`src/rtl/alu_fn_pkg.sv`:
```
package alu_fn_pkg;
  localparam int FN_W = 5;

  typedef struct packed {
    logic       sub;
    logic [1:0] sel;
    logic       shft;
    logic       math;
  } alu_fn_t;

  typedef enum logic [1:0] {
    CLS_BOOL  = 2'b00,
    CLS_ARITH = 2'b01,
    CLS_SHIFT = 2'b10,
    CLS_CMP   = 2'b11
  } alu_cls_e;
endpackage

```
`src/rtl/alu_addsub.sv`:
```
module alu_addsub #(
  parameter int W = 32
) (
  input  logic [W-1:0] a_i,
  input  logic [W-1:0] b_i,
  input  logic         sub_i,
  output logic [W-1:0] sum_o,
  output logic         neg_o,
  output logic         ovf_o,
  output logic         carry_o
);
  logic [W-1:0] b_eff;
  logic [W:0]   full;

  always_comb begin
    b_eff   = sub_i ? ~b_i : b_i;
    full    = {1'b0, a_i} + {1'b0, b_eff} + {{W{1'b0}}, sub_i};
    sum_o   = full[W-1:0];
    carry_o = full[W];
    neg_o   = full[W-1];
    // same-sign inputs, different-sign sum
    ovf_o   = (a_i[W-1] == b_eff[W-1]) && (full[W-1] != a_i[W-1]);
  end


  always_comb begin
    if (sub_i && (a_i == b_i)) begin
      sub_equal_chk: assert ((sum_o == '0) && carry_o)
        else $error("R2 equal subtract not zero/no-borrow");
    end
  end
endmodule

```
`src/rtl/alu_shift.sv`:
```
module alu_shift #(
  parameter int W   = 32,
  parameter int SHW = $clog2(W)
) (
  input  logic [W-1:0]   data_i,
  input  logic [SHW-1:0] amt_i,
  input  logic           right_i,
  input  logic           arith_i,
  output logic [W-1:0]   res_o
);
  logic         fill;
  logic [W-1:0] rev_in;
  logic [W-1:0] stage [SHW+1];

  always_comb begin
    fill = right_i & arith_i & data_i[W-1];
    for (int i = 0; i < W; i++) begin
      rev_in[i] = right_i ? data_i[i] : data_i[W-1-i];
    end
  end

  assign stage[0] = rev_in;

  // left shifts reuse the right-shift network on bit-reversed data
  for (genvar k = 0; k < SHW; k++) begin : g_stage
    localparam int D = 2 ** k;
    assign stage[k+1] = amt_i[k] ? {{D{fill}}, stage[k][W-1:D]} : stage[k];
  end

  always_comb begin
    for (int i = 0; i < W; i++) begin
      res_o[i] = right_i ? stage[SHW][i] : stage[SHW][W-1-i];
    end
  end


  always_comb begin
    if (amt_i == '0) begin
      zero_amt_chk: assert (res_o == data_i)
        else $error("R9 zero shift amount altered data");
    end
  end


  always_comb begin
    if (right_i && arith_i && data_i[W-1]) begin
      sign_keep_chk: assert (res_o[W-1])
        else $error("R8 arithmetic shift lost sign");
    end
  end
endmodule

```
`src/rtl/alu_bool.sv`:
```
module alu_bool #(
  parameter int W = 32
) (
  input  logic [W-1:0] a_i,
  input  logic [W-1:0] b_i,
  input  logic [1:0]   sel_i,
  output logic [W-1:0] res_o
);
  always_comb begin
    unique case (sel_i)
      2'b00:   res_o = a_i & b_i;
      2'b01:   res_o = a_i | b_i;
      2'b10:   res_o = a_i ^ b_i;
      default: res_o = ~(a_i | b_i);
    endcase
  end


  always_comb begin
    if (sel_i == 2'b10) begin
      xor_ident_chk: assert (res_o == ((a_i | b_i) & ~(a_i & b_i)))
        else $error("R10 xor identity broken");
    end
  end
endmodule

```
`src/rtl/alu_fn32.sv`:
```
module alu_fn32
  import alu_fn_pkg::*;
#(
  parameter int W   = 32,
  parameter int SHW = $clog2(W)
) (
  input  logic [W-1:0]    a_i,
  input  logic [W-1:0]    b_i,
  input  logic [FN_W-1:0] fn_i,
  output logic [W-1:0]    result_o,
  output logic            neg_o,
  output logic            ovf_o,
  output logic            carry_o,
  output logic            zero_o
);
  alu_fn_t      fn;
  alu_cls_e     cls;
  logic         sub_eff;
  logic         lt_s;
  logic         lt_u;
  logic [W-1:0] sum;
  logic [W-1:0] sh_res;
  logic [W-1:0] bl_res;

  always_comb begin
    fn      = alu_fn_t'(fn_i);
    cls     = alu_cls_e'({fn.shft, fn.math});
    // comparisons always subtract
    sub_eff = fn.sub | (cls == CLS_CMP);
  end

  alu_addsub #(.W(W)) u_addsub (
    .a_i     (a_i),
    .b_i     (b_i),
    .sub_i   (sub_eff),
    .sum_o   (sum),
    .neg_o   (neg_o),
    .ovf_o   (ovf_o),
    .carry_o (carry_o)
  );

  alu_shift #(.W(W), .SHW(SHW)) u_shift (
    .data_i  (b_i),
    .amt_i   (a_i[SHW-1:0]),
    .right_i (fn.sel[1]),
    .arith_i (fn.sel[0]),
    .res_o   (sh_res)
  );

  alu_bool #(.W(W)) u_bool (
    .a_i   (a_i),
    .b_i   (b_i),
    .sel_i (fn.sel),
    .res_o (bl_res)
  );

  always_comb begin
    lt_s = neg_o ^ ovf_o;
    lt_u = ~carry_o;
    unique case (cls)
      CLS_ARITH: result_o = sum;
      CLS_CMP:   result_o = {{(W-1){1'b0}}, fn.sel[0] ? lt_u : lt_s};
      CLS_SHIFT: result_o = sh_res;
      default:   result_o = bl_res;
    endcase
    zero_o = ~|result_o;
  end


  always_comb begin
    if (cls == CLS_CMP && !fn.sel[0]) begin
      signed_lt_chk: assert (result_o[0] == ($signed(a_i) < $signed(b_i)))
        else $error("R3 signed compare wrong");
    end
  end


  always_comb begin
    if (cls == CLS_CMP && fn.sel[0]) begin
      unsigned_lt_chk: assert (result_o[0] == (a_i < b_i))
        else $error("R4 unsigned compare wrong");
    end
  end
endmodule

```
`config.mk`:
```
export PLATFORM = sky130hd
export DESIGN_NAME = alu_fn32
export DESIGN_NICKNAME = d
export VERILOG_FILES = /design/src/rtl/alu_fn_pkg.sv /design/src/rtl/alu_addsub.sv /design/src/rtl/alu_shift.sv /design/src/rtl/alu_bool.sv /design/src/rtl/alu_fn32.sv
export SDC_FILE = /design/constraint.sdc
export NUM_CORES = 1
export LEC_CHECK = 0
export BUFFER_PORTS_ARGS = -buffer_cell sky130_fd_sc_hd__buf_2
export CAP_MARGIN = 0
export CELL_PAD_IN_SITES_DETAIL_PLACEMENT = 0
export CELL_PAD_IN_SITES_GLOBAL_PLACEMENT = 1
export CORE_ASPECT_RATIO = 1.1
export CORE_MARGIN = 1.5
export CORE_UTILIZATION = 35
export DETAILED_ROUTE_END_ITERATION = 10
export GPL_ROUTABILITY_DRIVEN = 1
export PLACE_DENSITY_LB_ADDON = 0.2
export SLEW_MARGIN = 20
export SYNTH_ARGS = -nofsm -noshare
export SYNTH_HDL_FRONTEND = slang
export SYNTH_HIERARCHICAL = 1
export SYNTH_SLANG_ARGS = --single-unit
```
`constraint.sdc`:
```
create_clock -name vclk -period 6.06
set_input_delay 0.606 -clock vclk [all_inputs]
set_output_delay 0.606 -clock vclk [all_outputs]
set_load 0.01 [all_outputs]
```
==> results of run 1 <==
==> cell type report <==
cell class                      count  area (um^2)
Fill cell                        2606        14740
Tap cell                          305        381.6
Multi-Input combinational cell    980         7702
Inverter                           80        300.3
Timing Repair Buffer              120        643.1
==> worst min-delay path, cell delays in order <==
cell and delay [ns]:
buf_2 0.15, nor2_1 0.10, mux2_1 0.17, buf_2 0.17
==> per-stage QoR <==
step / setup slack (ns) / power (mW)
after detailed placement: 0.3993 / 1.103
after global routing: 0.04033 / 1.208
final: 0.3886 / 1.117
after global placement: 0.4510 / 1.106
after floorplan: 0.6330 / 0.7590
after CTS: 0.3711 / 1.107
==> metal layers <==
layer | routed length, um | GRT usage (%) | up-vias
met5 | 0 | 0 | -
met3 | 1749 | 1.671 | 62
met1 | 14590 | 34.56 | 4269
met2 | 17360 | 48.83 | 303
li1 | - | - | 4276
met4 | 1137 | 6.689 | 0
==> synth_stat cells, drive strengths merged, types with 8 or more instances <==
cell type	number	area, um^2
mux2i	82	824.5
a211oi	13	122.6
o2bb2ai	31	271.5
mux4	21	473.0
xnor2	19	166.4
ha	95	1189
mux2	65	859.6
o21ai	102	510.5
o211ai	14	110.1
buf	52	391.6
inv	80	300.3
clkbuf	32	122.6
o22ai	17	112.6
nor2b	24	187.7
a22oi	19	142.6
a21o	15	112.6
nor2	62	235.2
nand2b	15	93.84
xor2	41	359.1
nor4	8	50.05
and3	9	56.30
nand3	23	115.1
nand2	129	484.2
a21oi	56	284.0
nor3	16	90.09
==> worst min path at each step <==
stage / from / to / slack (ns) / cells after the start
2_1_floorplan: fn_i[1] / result_o[21] / 1.45 / 2
3_3_place_gp: a_i[31] / ovf_o / 1.78 / 4
3_5_place_dp: a_i[31] / ovf_o / 1.78 / 4
4_1_cts: a_i[31] / ovf_o / 1.79 / 4
5_1_grt: a_i[31] / ovf_o / 1.87 / 4
6_report: a_i[31] / ovf_o / 1.80 / 4
==> cells by family after synthesis <==
| group | Yosys count | synth area share [%] |
|---|---|---|
| AO/OA/AOI/OAI | 342 | 27.15 |
| adder cells (fa/ha/maj) | 96 | 14.19 |
| buffers and inverters | 164 | 9.565 |
| AND/OR/NAND/NOR | 314 | 17.59 |
| multiplexers | 168 | 25.33 |
| XOR/XNOR | 60 | 6.171 |
==> where the power goes <==
group	total, mW	switching [mW]	leakage [nW]	internal (mW)
clock network	0	0	0	0
logic	1.12	0.686	4.26	0.432
registers	0	0	0	0
==> results.md, run 1 <==
- Layout cell share with drive strength beyond 1: 18.31%
- Setup bufs post-CTS: 0
- Seq Cell Count: 0
- Gate Count Post-Synth: 1,144
- # nets final: 1,347
- DRT Pass-1 Iters: 5
- GRT Total Usage: 27.11%
- Crit path required time: 5.45 ns
- First-pass GRT wire length: 52,240 um
- Max-slew violations: 0
- Unrepaired setup endpoints after global routing: no
- Die Height: 166.6 um
- DP Wirelength: 27,630 um
- Crit. Startpoint: fn_i[1]
- Post-placement cell count: 1,485
- # hold bufs at CTS: 0
- Register area: 0 um^2
- # diodes: 0
- Setup TNS: 0 ns
- Layout area overhead: 6.009%
- IO Count: 105
- Fin Hold WS: 1.805 ns
- ANT nets after route: 0
- HP Class: input port to primary output
- Final hold violations: 0
- Cell area after synthesis: 8516 um^2
- Port bufs: 105
- Most common cell after layout, fill and taps aside: nand2_1
- CLK BUF: 0
- Final period demand of the worst path: 5.671 ns
- Number of max-cap violations: 0
- Final setup fails: 0
- Worst vdd ir: 0.00005716 V
- Congestion Overflow GR: 0
- Fmax: 0.1763 GHz
- Critical Path End Type: primary output
- Worst path arrival time: 5.07 ns
- Leakage power total: 4.257 nW
- DRC violations left: 0
- Initial DRC Count: 778
- Post-Route WL: 34,840 um
- Largest stage delay on the critical path: 0.76 ns
- CP Depth: 19
- Initial Util: 35.82%
- Period utilisation layout: 93.59%
- Placed Area: 9027 um^2
- Crit path max-delay family: compound AO/OA/AOI/OAI gates
- CP max FO: 32
- Core box area: 23,770 um^2
- Largest net degree at the start of global routing: 60
- Critical-path cell list: buf_2, a21o_2, mux2_2, inv_1, fa_1, nand2b_1, a211oi_2, o31ai_2, o211a_1, nor3_2, a211o_1, a21oi_1, xnor2_1, mux2i_1, o2bb2ai_1, nor4_1, nand4_1, nor3_2, buf_2
- Setup CP Type: input port to primary output
- Syn nets: 1,309
- Full die area: 25,280 um^2
- Sequential area share after synthesis: 0%
- PD cells: 123.8 nW/um^2
- Post_cts resized: 0
- DR vias: 8,910
- Gp weighted congestion: 0.9882
- Status: finished clean
- Tightest Pin Transition: 0.9345 ns
- Vias/cell: 6.000
- Synth Warn #: 6
- Initial antenna violation count: 1
- Startpoint types: input port
- Fin cells: 1,485
- Final Cell Area: 9027 um^2
- Layout Utilization: 37.98%
- WL per Instance: 23.46 um
- Die width: 151.7 um
- Crit path max-delay cell type: a21o_2
- Commonest cells after routing, fill and taps aside: 129 x nand2_1, 103 x buf_2, 95 x ha_1
- Netlist cell types: 79
- Slew headroom: 37.70%
- Mean area per synthesized cell: 7.444 um^2
- Critical path buffer and inverter count: 3
- CP Capture Point: zero_o
- Vias in the first global route: 8,429
- Row count: 59
(Power assumes the default switching activity.)
==> run 2, diff against run 1 <==
--- a/config.mk
+++ b/config.mk
@@ -5,7 +5,7 @@
 export SDC_FILE = /design/constraint.sdc
 export NUM_CORES = 1
 export LEC_CHECK = 0
-export BUFFER_PORTS_ARGS = -buffer_cell sky130_fd_sc_hd__buf_2
+export BUFFER_PORTS_ARGS = -buffer_cell sky130_fd_sc_hd__buf_4
 export CAP_MARGIN = 0
 export CELL_PAD_IN_SITES_DETAIL_PLACEMENT = 0
 export CELL_PAD_IN_SITES_GLOBAL_PLACEMENT = 1
==> results.md, run 2 (synthesis gave the netlist of run 1 again) <==
- Final Cell Area: 9270 um^2 (+2.7%)
- Congestion Overflow GR: 0 (unchanged)
- Initial Util: 35.82% (unchanged)
- Layout cell share with drive strength beyond 1: 18.17% (-0.14 points)
- Post_cts resized: 0 (unchanged)
- Startpoint types: input port
- # diodes: 0 (unchanged)
- Core box area: 23,770 um^2 (unchanged)
- Fmax: 0.1812 GHz (+2.8%)
- Row count: 59 (unchanged)
- CLK BUF: 0 (unchanged)
- Crit path required time: 5.45 ns (about the same)
- # hold bufs at CTS: 0 (unchanged)
- Vias in the first global route: 8,551 (+1.4%)
- IO Count: 105 (unchanged)
- Seq Cell Count: 0 (unchanged)
- Post-Route WL: 34,370 um (-1.3%)
- Full die area: 25,280 um^2 (unchanged)
- Leakage power total: 4.323 nW (+1.5%)
- Register area: 0 um^2 (unchanged)
- Initial antenna violation count: 0 (-1)
- Max-slew violations: 0 (unchanged)
- Largest net degree at the start of global routing: 64 (+6.7%)
- WL per Instance: 23.18 um (-1.2%)
- DRC violations left: 0 (unchanged)
- DR vias: 9,072 (+1.8%)
- Setup bufs post-CTS: 0 (unchanged)
- Setup CP Type: input port to primary output
- Period utilisation layout: 91.05% (-2.5 points)
- Die width: 151.7 um (unchanged)
- Port bufs: 105 (unchanged)
- PD cells: 124.4 nW/um^2 (+0.51%)
- DRT Pass-1 Iters: 6 (+1)
- DP Wirelength: 26,950 um (-2.5%)
- Vias/cell: 6.117 (+2.0%)
- Final hold violations: 0 (unchanged)
- Most common cell after layout, fill and taps aside: nand2_1
- Worst slack, placed: 0.5089 ns (+0.1097 ns)
- CP max FO: 21 (-34%)
- Slew headroom: 41.64% (+3.9 points)
- Number of max-cap violations: 0 (unchanged)
- Final period demand of the worst path: 5.518 ns (-0.1538 ns)
- Worst path arrival time: 4.91 ns (-0.16 ns)
- Commonest cells after routing, fill and taps aside: 129 x nand2_1, 118 x buf_4, 95 x ha_1
- Initial DRC Count: 828 (+6.4%)
- Worst vdd ir: 0.00006516 V (+14%)
- Gp weighted congestion: 0.9644 (-2.4%)
- Tightest Pin Transition: 0.8744 ns (-0.06003 ns)
- # nets final: 1,345 (-0.15%)
- Unrepaired setup endpoints after global routing: no
- First-pass GRT wire length: 51,600 um (-1.2%)
- GRT Total Usage: 26.53% (-0.58 points)
- Critical Path End Type: primary output
- Worst setup margin: 0.5424 ns (+0.1538 ns)
- Die Height: 166.6 um (unchanged)
- Final setup fails: 0 (unchanged)
- Layout area overhead: 8.860%
- HP Class: input port to primary output
- ANT nets after route: 0 (unchanged)
- Status: finished clean
- Placed Area: 9270 um^2 (+2.7%)
- Setup TNS: 0 ns (unchanged)
[run 2: cell count changes in the layout (fill, tap and decap cells not counted), sizes merged]
| cell | before | now |
|---|---|---|
| buf | 120 | 118 |
[run 2: routing by layer]
layer	share of wire [%]	GRT usage (%)	wire, um
met3	6.2	1.096	2128
met4	3.2	7.149	1115
met1	41	34.68	14260
met2	49	46.86	16870
met5	0	0	0
[run 2: worst paths after layout]
| path | cells after the start | from | endpoint |
|---|---|---|---|
| min | 4 | a_i[31] | ovf_o |
| max | 16 | fn_i[1] | zero_o |
[run 2: where the power goes]
part / switching [mW] / internal, mW / leakage, nW / total, mW
Sequential: 0 / 0 / 0 / 0
Clock: 0 / 0 / 0 / 0
Combinational: 0.686 / 0.467 / 4.32 / 1.15
[run 2: through the flow]
stage	instances	total power [mW]	hold slack, ns	util, %
after global routing	1483	1.240	1.765	39.00
after CTS	1483	1.142	1.739	39.00
final	1483	1.153	1.733	39.00
after floorplan	1144	0.7590	1.450	-
after detailed placement	1483	1.138	1.739	39.00
after global placement	1483	1.141	1.730	39.00
[run 2: worst max-delay path: stages]
cell,delay (ns)
buf_4,0.12
a21o_2,0.54
mux2_2,0.31
inv_1,0.06
fa_1,0.39
nand2b_1,0.21
a211oi_2,0.29
o31ai_2,0.20
o21ai_1,0.25
a31o_2,0.23
a211oi_2,0.09
o21ai_0,0.55
a21oi_1,0.16
mux4_2,0.55
nor3_2,0.19
buf_4,0.14
[run 2: layout make-up]
cell class | instances | area (um^2)
fillers | 2570 | 14500
inverters | 80 | 300.3
multi-input cells | 980 | 7702
repair buffers | 118 | 885.9
well taps | 305 | 381.6
==> run 3, diff against run 2 <==
--- a/config.mk
+++ b/config.mk
@@ -14,6 +14,7 @@
 export CORE_UTILIZATION = 35
 export DETAILED_ROUTE_END_ITERATION = 10
 export GPL_ROUTABILITY_DRIVEN = 1
+export GPL_TIMING_DRIVEN = 1
 export PLACE_DENSITY_LB_ADDON = 0.2
 export SLEW_MARGIN = 20
 export SYNTH_ARGS = -nofsm -noshare
==> constraint.sdc (replaced) <==
create_clock -name vclk -period 6.06
set_input_delay 1.212 -clock vclk [all_inputs]
set_output_delay 1.212 -clock vclk [all_outputs]
set_load 0.01 [all_outputs]
==> results.md, run 3 (synthesis gave the netlist of run 1 again) <==
- Status: finished with violations
- Failing checks: setup timing
- Congestion Overflow GR: 0 (unchanged)
- Critical Path End Type: primary output
- WL per Instance: 22.34 um (-3.6%)
- CLK BUF: 0 (unchanged)
- PD cells: 131.6 nW/um^2 (+5.8%)
- Layout Utilization: 45.05% (+6.1 points)
- CP max FO: 7 (-67%)
- Largest net degree at the start of global routing: 68 (+6.3%)
- Vias/cell: 5.872 (-4.0%)
- Worst slack, placed: -0.3630 ns (-0.8719 ns)
- Crit path max-delay cell type: mux4_2
- Seq Cell Count: 0 (unchanged)
- Period utilisation layout: 101.8% (+11 points)
- GRT Total Usage: 28.14% (+1.6 points)
- Leakage power total: 5.157 nW (+19%)
- Tightest Pin Transition: 0.7995 ns (-0.07496 ns)
- Layout cell share with drive strength beyond 1: 29.77% (+12 points)
- Startpoint types: input port
- Vias in the first global route: 9,084 (+6.2%)
- Slew headroom: 46.29% (+4.7 points)
- Row count: 59 (unchanged)
- Fill cells: 2,499 (-2.8%)
- Initial antenna violation count: 0 (unchanged)
- Full die area: 25,280 um^2 (unchanged)
- ANT nets after route: 0 (unchanged)
- DRT Pass-1 Iters: 5 (-1)
- Crit path max-delay family: compound AO/OA/AOI/OAI gates
- Fmax: 0.1621 GHz (-11%)
- Cell mode on critical path: a21oi_2
- HP Class: input port to primary output
- Post-Route WL: 36,680 um (+6.7%)
- Unrepaired setup endpoints after global routing: yes
- Core box area: 23,770 um^2 (unchanged)
- Final setup fails: 2 (+2)
- Worst vdd ir: 0.00008024 V (+23%)
- Port bufs: 105 (unchanged)
- Final period demand of the worst path: 6.169 ns (+0.6512 ns)
- Die width: 151.7 um (unchanged)
- # diodes: 0 (unchanged)
- Max-slew violations: 0 (unchanged)
- Layout area overhead: 25.76%
- Crit path required time: 4.85 ns (-0.60 ns)
- Die Height: 166.6 um (unchanged)
- Initial Util: 35.82% (unchanged)
- Largest stage delay on the critical path: 0.56 ns (about the same)
- DP Wirelength: 29,300 um (+8.7%)
- Most common cell after layout, fill and taps aside: buf_4
- # nets final: 1,504 (+12%)
- DR vias: 9,642 (+6.3%)
- Total power: 1.410 mW (+22%)
- Initial DRC Count: 747 (-9.8%)
- Commonest cells after routing, fill and taps aside: 263 x buf_4, 129 x nand2_1, 93 x ha_1
- First-pass GRT wire length: 54,610 um (+5.8%)
- Gp weighted congestion: 0.9915 (+2.8%)
- Critical path buffer and inverter count: 3 (unchanged)
- Setup CP Type: input port to primary output
- IO Count: 105 (unchanged)
- Final hold violations: 0 (unchanged)
- Number of max-cap violations: 0 (unchanged)
- Worst setup margin: -0.1089 ns (-0.6512 ns)
- Register area: 0 um^2 (unchanged)
- Worst path arrival time: 4.96 ns (+0.05 ns)
- Critical-path cell list: buf_6, a21o_4, buf_4, xor2_1, ha_1, nand3_1, nand4b_1, o211ai_2, a21oi_2, o21ai_2, a21oi_2, o22ai_2, mux2_4, xor2_1, nor2_1, a21oi_2, mux4_2, nor3_4, buf_6
- Placed Area: 10,340 um^2 (+12%)
- DRC violations left: 0 (unchanged)
- Final Cell Area: 10,710 um^2 (+16%)
==> run 3: cell types whose count changed in the layout (fill, tap and decap cells not counted), moves of 3 or more <==
cell	before	now
buf_4	118	263
buf_6	0	10
a21oi_1	55	46
a21oi_2	1	10
o21ai_0	62	57
buf_12	0	4
o21ai_2	0	3
==> run 3: routing by layer <==
layer / vias up / GRT usage, % / part of all wire [%]
li1: 4589 / - / -
met2: 388 / 50.48 / 50
met5: - / 0 / 0
met4: 0 / 7.483 / 3.4
met1: 4608 / 36.11 / 41
met3: 57 / 1.288 / 5.6
==> run 3: report_power, final <==
part | switching (mW) | internal (mW) | leakage, nW
Combinational | 0.755 | 0.654 | 5.16
Sequential | 0 | 0 | 0
Clock | 0 | 0 | 0
Total | 0.755 | 0.654 | 5.16
==> run 3: area by class of cell <==
cell class,count,area (um^2),share of cell area (%)
multi-input combinational,980,7860,73.40
timing repair buffer,277,2167,20.24
tap,305,381.6,3.564
inverter,80,300.3,2.804
==> run 3: worst paths after layout <==
| kind | start | to | slack, ns | depth (start not counted) |
|---|---|---|---|---|
| worst min-delay path | fn_i[1] | result_o[13] | 3.09 | 4 |
| worst max-delay path | fn_i[1] | zero_o | -0.11 | 19 |
==> run 3: per-stage QoR <==
stage / setup TNS (ns) / cells / hold slack, ns
2_1_floorplan: 0 / 1144 / 2.659
3_3_place_gp: -0.4217 / 1617 / 3.032
3_5_place_dp: -0.5509 / 1617 / 3.052
4_1_cts: -0.09888 / 1637 / 3.088
5_1_grt: -0.4262 / 1642 / 3.137
6_report: -0.1412 / 1642 / 3.094
==> run 3: timing repair <==
item,CTS,global route
setup buffers,20,5
pin swaps,34,11
resized for setup,31,10
endpoints found under the setup margin,2,2
hold buffers,0,0
